--- config.mk ---
export PLATFORM = sky130hd
export DESIGN_NAME = ipi_cmd_sender
export DESIGN_NICKNAME = d
export VERILOG_FILES = /design/src/rtl/ipi_cmd_pkg.sv /design/src/rtl/ipi_cmd_regs.sv /design/src/rtl/ipi_msg_launch.sv /design/src/rtl/ipi_cmd_sender.sv
export SDC_FILE = /design/constraint.sdc
export NUM_CORES = 1
export LEC_CHECK = 0
export BUFFER_PORTS_ARGS = -buffer_cell sky130_fd_sc_hd__buf_2
export CAP_MARGIN = 5
export CORE_UTILIZATION = 30
export DETAILED_ROUTE_END_ITERATION = 10
export PLACE_DENSITY = 0.64
export SYNTH_ARGS = -nofsm -noshare
export SYNTH_HDL_FRONTEND = slang
export SYNTH_SLANG_ARGS = --single-unit
--- constraint.sdc ---
create_clock -name clk -period 2 [get_ports clk]
set_clock_uncertainty 0.15 [all_clocks]
set_input_delay 0.1 -clock clk [delete_from_list [all_inputs] [get_ports clk]]
set_output_delay 0.1 -clock clk [all_outputs]
set_load 0.01 [all_outputs]
--- src/rtl/ipi_cmd_pkg.sv ---
package ipi_cmd_pkg;
  localparam int WORD_W   = 32;
  localparam int VEC_W    = 8;
  localparam int DMODE_W  = 3;
  localparam int DEST_W   = 8;
  localparam int SH_W     = 2;

  localparam int VEC_LSB   = 0;
  localparam int DMODE_LSB = 8;
  localparam int BUSY_BIT  = 12;
  localparam int ERR_BIT   = 13;
  localparam int LVL_BIT   = 14;
  localparam int TRIG_BIT  = 15;
  localparam int SH_LSB    = 18;
  localparam int DEST_LSB  = 24;

  typedef enum logic [SH_W-1:0] {
    SH_NONE    = 2'd0,
    SH_SELF    = 2'd1,
    SH_ALL_INC = 2'd2,
    SH_ALL_EXC = 2'd3
  } shorthand_e;

  typedef struct packed {
    logic [DEST_W-1:0]  dest;
    shorthand_e         sh;
    logic               trig_level;
    logic               lvl_assert;
    logic [DMODE_W-1:0] dmode;
    logic [VEC_W-1:0]   vector;
  } ipi_msg_t;

  function automatic ipi_msg_t unpack_low(input logic [WORD_W-1:0] w,
                                          input logic [DEST_W-1:0] d);
    ipi_msg_t m;
    m.dest       = d;
    m.sh         = shorthand_e'(w[SH_LSB +: SH_W]);
    m.trig_level = w[TRIG_BIT];
    m.lvl_assert = w[LVL_BIT];
    m.dmode      = w[DMODE_LSB +: DMODE_W];
    m.vector     = w[VEC_LSB +: VEC_W];
    return m;
  endfunction

  function automatic logic [WORD_W-1:0] pack_low(input ipi_msg_t m,
                                                 input logic busy,
                                                 input logic err);
    logic [WORD_W-1:0] w;
    w = '0;
    w[VEC_LSB +: VEC_W]     = m.vector;
    w[DMODE_LSB +: DMODE_W] = m.dmode;
    w[BUSY_BIT]             = busy;
    w[ERR_BIT]              = err;
    w[LVL_BIT]              = m.lvl_assert;
    w[TRIG_BIT]             = m.trig_level;
    w[SH_LSB +: SH_W]       = m.sh;
    return w;
  endfunction
endpackage

--- src/rtl/ipi_cmd_regs.sv ---
module ipi_cmd_regs
  import ipi_cmd_pkg::*;
#(
  parameter int              ADDR_W = 12,
  parameter logic [ADDR_W-1:0] LO_OFS = 'h300,
  parameter logic [ADDR_W-1:0] HI_OFS = 'h310
) (
  input  logic              clk,
  input  logic              rst,
  input  logic [ADDR_W-1:0] addr,
  input  logic              wr_en,
  input  logic [WORD_W-1:0] wdata,
  input  logic              busy,
  input  logic              err,
  input  ipi_msg_t          cur_msg,
  output logic              lo_hit,
  output logic [DEST_W-1:0] dest_q,
  output logic [WORD_W-1:0] rdata
);
  logic hi_hit;

  assign lo_hit = wr_en && (addr == LO_OFS);
  assign hi_hit = wr_en && (addr == HI_OFS);

  always_ff @(posedge clk) begin
    if (rst) begin
      dest_q <= '0;
    end else if (hi_hit) begin
      dest_q <= wdata[DEST_LSB +: DEST_W];
    end
  end

  always_ff @(posedge clk) begin
    if (rst) begin
      rdata <= '0;
    end else begin
      rdata <= '0;
      if (addr == LO_OFS) begin
        rdata <= pack_low(cur_msg, busy, err);
      end else if (addr == HI_OFS) begin
        rdata[DEST_LSB +: DEST_W] <= dest_q;
      end
    end
  end
endmodule

--- src/rtl/ipi_msg_launch.sv ---
module ipi_msg_launch
  import ipi_cmd_pkg::*;
(
  input  logic              clk,
  input  logic              rst,
  input  logic              lo_hit,
  input  logic [WORD_W-1:0] wdata,
  input  logic [DEST_W-1:0] dest,
  input  logic              out_ready,
  output logic              pending,
  output logic              err,
  output ipi_msg_t          msg
);
  always_ff @(posedge clk) begin
    if (rst) begin
      pending <= 1'b0;
      err     <= 1'b0;
      msg     <= '0;
    end else if (lo_hit && !pending) begin
      pending <= 1'b1;
      err     <= 1'b0;
      msg     <= unpack_low(wdata, dest);
    end else begin
      if (lo_hit) begin
        err <= 1'b1;
      end
      if (pending && out_ready) begin
        pending <= 1'b0;
      end
    end
  end
endmodule

--- src/rtl/ipi_cmd_sender.sv ---
module ipi_cmd_sender
  import ipi_cmd_pkg::*;
#(
  parameter int              ADDR_W = 12,
  parameter logic [ADDR_W-1:0] LO_OFS = 'h300,
  parameter logic [ADDR_W-1:0] HI_OFS = 'h310
) (
  input  logic              clk,
  input  logic              rst,
  input  logic [ADDR_W-1:0] bus_addr,
  input  logic              bus_wr_en,
  input  logic [31:0]       bus_wdata,
  output logic [31:0]       bus_rdata,
  output logic              msg_valid,
  input  logic              msg_ready,
  output logic [7:0]        msg_dest,
  output logic [1:0]        msg_shorthand,
  output logic              msg_trig_level,
  output logic              msg_level_assert,
  output logic [2:0]        msg_deliv_mode,
  output logic [7:0]        msg_vector
);
  logic              lo_hit;
  logic [DEST_W-1:0] dest_q;
  logic              pending;
  logic              err;
  ipi_msg_t          cur_msg;

  ipi_cmd_regs #(
    .ADDR_W(ADDR_W), .LO_OFS(LO_OFS), .HI_OFS(HI_OFS)
  ) u_regs (
    .clk(clk), .rst(rst), .addr(bus_addr), .wr_en(bus_wr_en),
    .wdata(bus_wdata), .busy(pending), .err(err), .cur_msg(cur_msg),
    .lo_hit(lo_hit), .dest_q(dest_q), .rdata(bus_rdata)
  );

  ipi_msg_launch u_launch (
    .clk(clk), .rst(rst), .lo_hit(lo_hit), .wdata(bus_wdata),
    .dest(dest_q), .out_ready(msg_ready), .pending(pending),
    .err(err), .msg(cur_msg)
  );

  assign msg_valid        = pending;
  assign msg_dest         = cur_msg.dest;
  assign msg_shorthand    = cur_msg.sh;
  assign msg_trig_level   = cur_msg.trig_level;
  assign msg_level_assert = cur_msg.lvl_assert;
  assign msg_deliv_mode   = cur_msg.dmode;
  assign msg_vector       = cur_msg.vector;
endmodule

==> results.json <==
{
  "outcome": "finished clean",
  "ys_types": 20,
  "hold_violations": 0,
  "layout_commonest_cell": "buf_2",
  "overflow": 0,
  "synth_area_mm2": 0.00228,
  "place_area_mm2": 0.00282,
  "pwr-share-comb_pct": 5.3,
  "area_growth_pct": 45.2,
  "drive_gt1_share_pct": 35.6,
  "power_frac_seq_pct": 43.7,
  "final-setup-viol-count": 0,
  "crit_path_max_fanout": 8,
  "grt_pass1_vias": 1595,
  "m1WireLength_mm": 2.29,
  "dp_hpwl_mm": 3.14,
  "io_buffers": 87,
  "synth_warnings": 0,
  "cts.sinks": 58,
  "critical_path.top_delay_family": "simple AND/OR/NAND/NOR gates",
  "synth_edf_count": 0,
  "nets": 374,
  "io_pins": 104,
  "core_mm2": 0.00729,
  "report.final.slew_viol_count": 0,
  "globalplace.congestion": 0.682,
  "crit_chain": "dlygate4sd3_1, buf_2, or3b_2, or4_4, mux2i_1",
  "die_h_um": 89.3,
  "slew_headroom_pct": 66.0,
  "fin_area_mm2": 0.00332,
  "crit_buf_inv": 2,
  "cts-root-buf": "clkbuf_8",
  "layout_setup_ws_ns": 0.147,
  "grt_max_degree": 35,
  "min_period_ns": 1.85,
  "die-area_mm2": 0.00797,
  "hp-class": "input pin to register",
  "critical_path_arrival_ns": 1.93,
  "route.detailed.drc": 0,
  "critPathCaptureType": "register",
  "routedWlPerCell_um": 11.2,
  "ys_seq_area_share_pct": 50.8,
  "grt_pass1_wl_mm": 7.32,
  "num_rows": 31,
  "cts.htree.levels": 3,
  "p_sw_share_pct": 21.2,
  "vias_per_cell": 4.07,
  "critPathLaunchType": "input pin",
  "netlist_instances": 208,
  "mostFrequentLayoutCells": "buf_2 (87), nand2b_1 (58), dfxtp_1 (58)",
  "routed-wl-met2_mm": 2.14,
  "rsz0062_at_grt": "no",
  "clock_path_buffers": 2,
  "antenna_cells": 0,
  "tns_ns": 0,
  "p_leak_nw": 1.54,
  "antenna_found_initial": 0,
  "dr.pass1.iters": 4,
  "p_per_area_mw_per_mm2": 797,
  "clk_pin_slew_worst_paths_ns": 0.07,
  "maxCapViolCount": 0,
  "start_util_pct": 31.3,
  "placedCellCount": 389,
  "cts_made_buffers": 9,
  "cpPeakStageDelay_ns": 0.55,
  "power_frac_clock_pct": 51.0,
  "worst_path_max_delay_cell": "or4_4",
  "vias": 1752,
  "synth-seq-cells": 58,
  "power_w": 0.00264,
  "fmax_ghz": 0.540,
  "tightestPinTransition_ns": 0.505,
  "ant_nets": 0,
  "clk_latency_ns": 0.33,
  "async_flop_share_pct": 0,
  "avgSynthCellArea_um2": 11.0,
  "p_int_w": 0.00208,
  "fp.dieW_um": 89.3,
  "top_layer": "met4",
  "fin_crit_sh_pct": 92.7,
  "switchingPower_w": 0.000561,
  "post-place-ws_ns": 0.116,
  "critPathKind": "input pin to register",
  "ir_drop_mv": 0.307,
  "finalNonFillerCells": 430,
  "required_ns": 2.07,
  "ys.flop_type": "dfxtp_1",
  "track_usage_pct": 12.8,
  "cts_tree": "built",
  "wl_met3_um": 264,
  "finalWirelength_mm": 4.82,
  "drt_iter0_markers": 40
}
## final timing paths
check / slack (ns) / from / cells after the start / to
setup / recovery: 0.15 / bus_wr_en / 5 / u_launch.msg[21]
hold / removal: 0.06 / bus_addr[4] / 4 / u_launch.err
setup reg to reg: 0.15 / u_launch.pending / 3 / u_launch.msg[21]
hold reg to reg: 0.30 / u_regs.dest_q[4] / 1 / u_regs.rdata[28]
## cell type report
class,count,area [µm²]
clock buffers,9,124
repair buffers,120,758
well taps,99,124
fillers,732,3970
clock inverters,7,125
flip-flops and latches,58,1160
multi-input cells,137,1030
## flip-flops by register name (all words and copies together), names as in the netlist
signal and count:
u_launch.msg 23, u_launch.pending 1, u_launch.err 1, u_regs.dest_q 8
u_regs.rdata 25
## stage by stage
stage | util [%] | hold slack, ns
2_1_floorplan | - | 0.105
3_3_place_gp | 38.7 | 0.214
3_5_place_dp | 38.7 | 0.221
4_1_cts | 45.5 | 0.0488
5_1_grt | 45.5 | 0.0774
6_report | 45.5 | 0.0649
## power by group through the flow
stage / sequential (W) / clock (W) / combinational (W)
2_1_floorplan: 0.00118 / 0 / 0.0000676
3_3_place_gp: 0.00118 / 0 / 0.000104
3_5_place_dp: 0.00118 / 0 / 0.000105
4_1_cts: 0.00115 / 0.00140 / 0.000142
5_1_grt: 0.00115 / 0.00144 / 0.000156
6_report: 0.00115 / 0.00135 / 0.000141
## synth_stat cells, types with 2 or more instances
cell type	instances	share of area (%)
and2_1	25	6.8
buf_4	7	2.3
buf_6	3	1.5
clkbuf_1	9	1.5
dfxtp_1	58	51
mux2i_1	32	14
nand2b_1	58	16
nor2_1	2	0.33
nor4_4	2	1.9
or4_4	2	0.99
## worst min-delay path, stage by stage
cell,delay (ns)
buf_2,0.12
nand2b_1,0.10
nor4_1,0.07
mux2i_1,0.11
## per-layer routing
metal  GRT usage, %  vias up
li1               -      897
met3           4.25       11
met2           19.9       68
met5              0        -
met1           15.3      776
met4           7.79        0
## cells by family after synthesis
logic type             after synthesis  share of synthesized area (%)
AOI/OAI and AO/OA                    1                          0.329
buffers and inverters               19                           5.26
DFF                                 58                           50.8
muxes                               32                           14.0
other                                1                          0.164
and+or+nand+nor                     97                           29.4
## timing repair
item / in CTS / in global routing
hold endpoints to repair: 25 / 0
setup buffers: 0 / 0
hold buffers: 25 / 0
gates resized for setup: 0 / 0
Power figures use the tool's default switching activity.
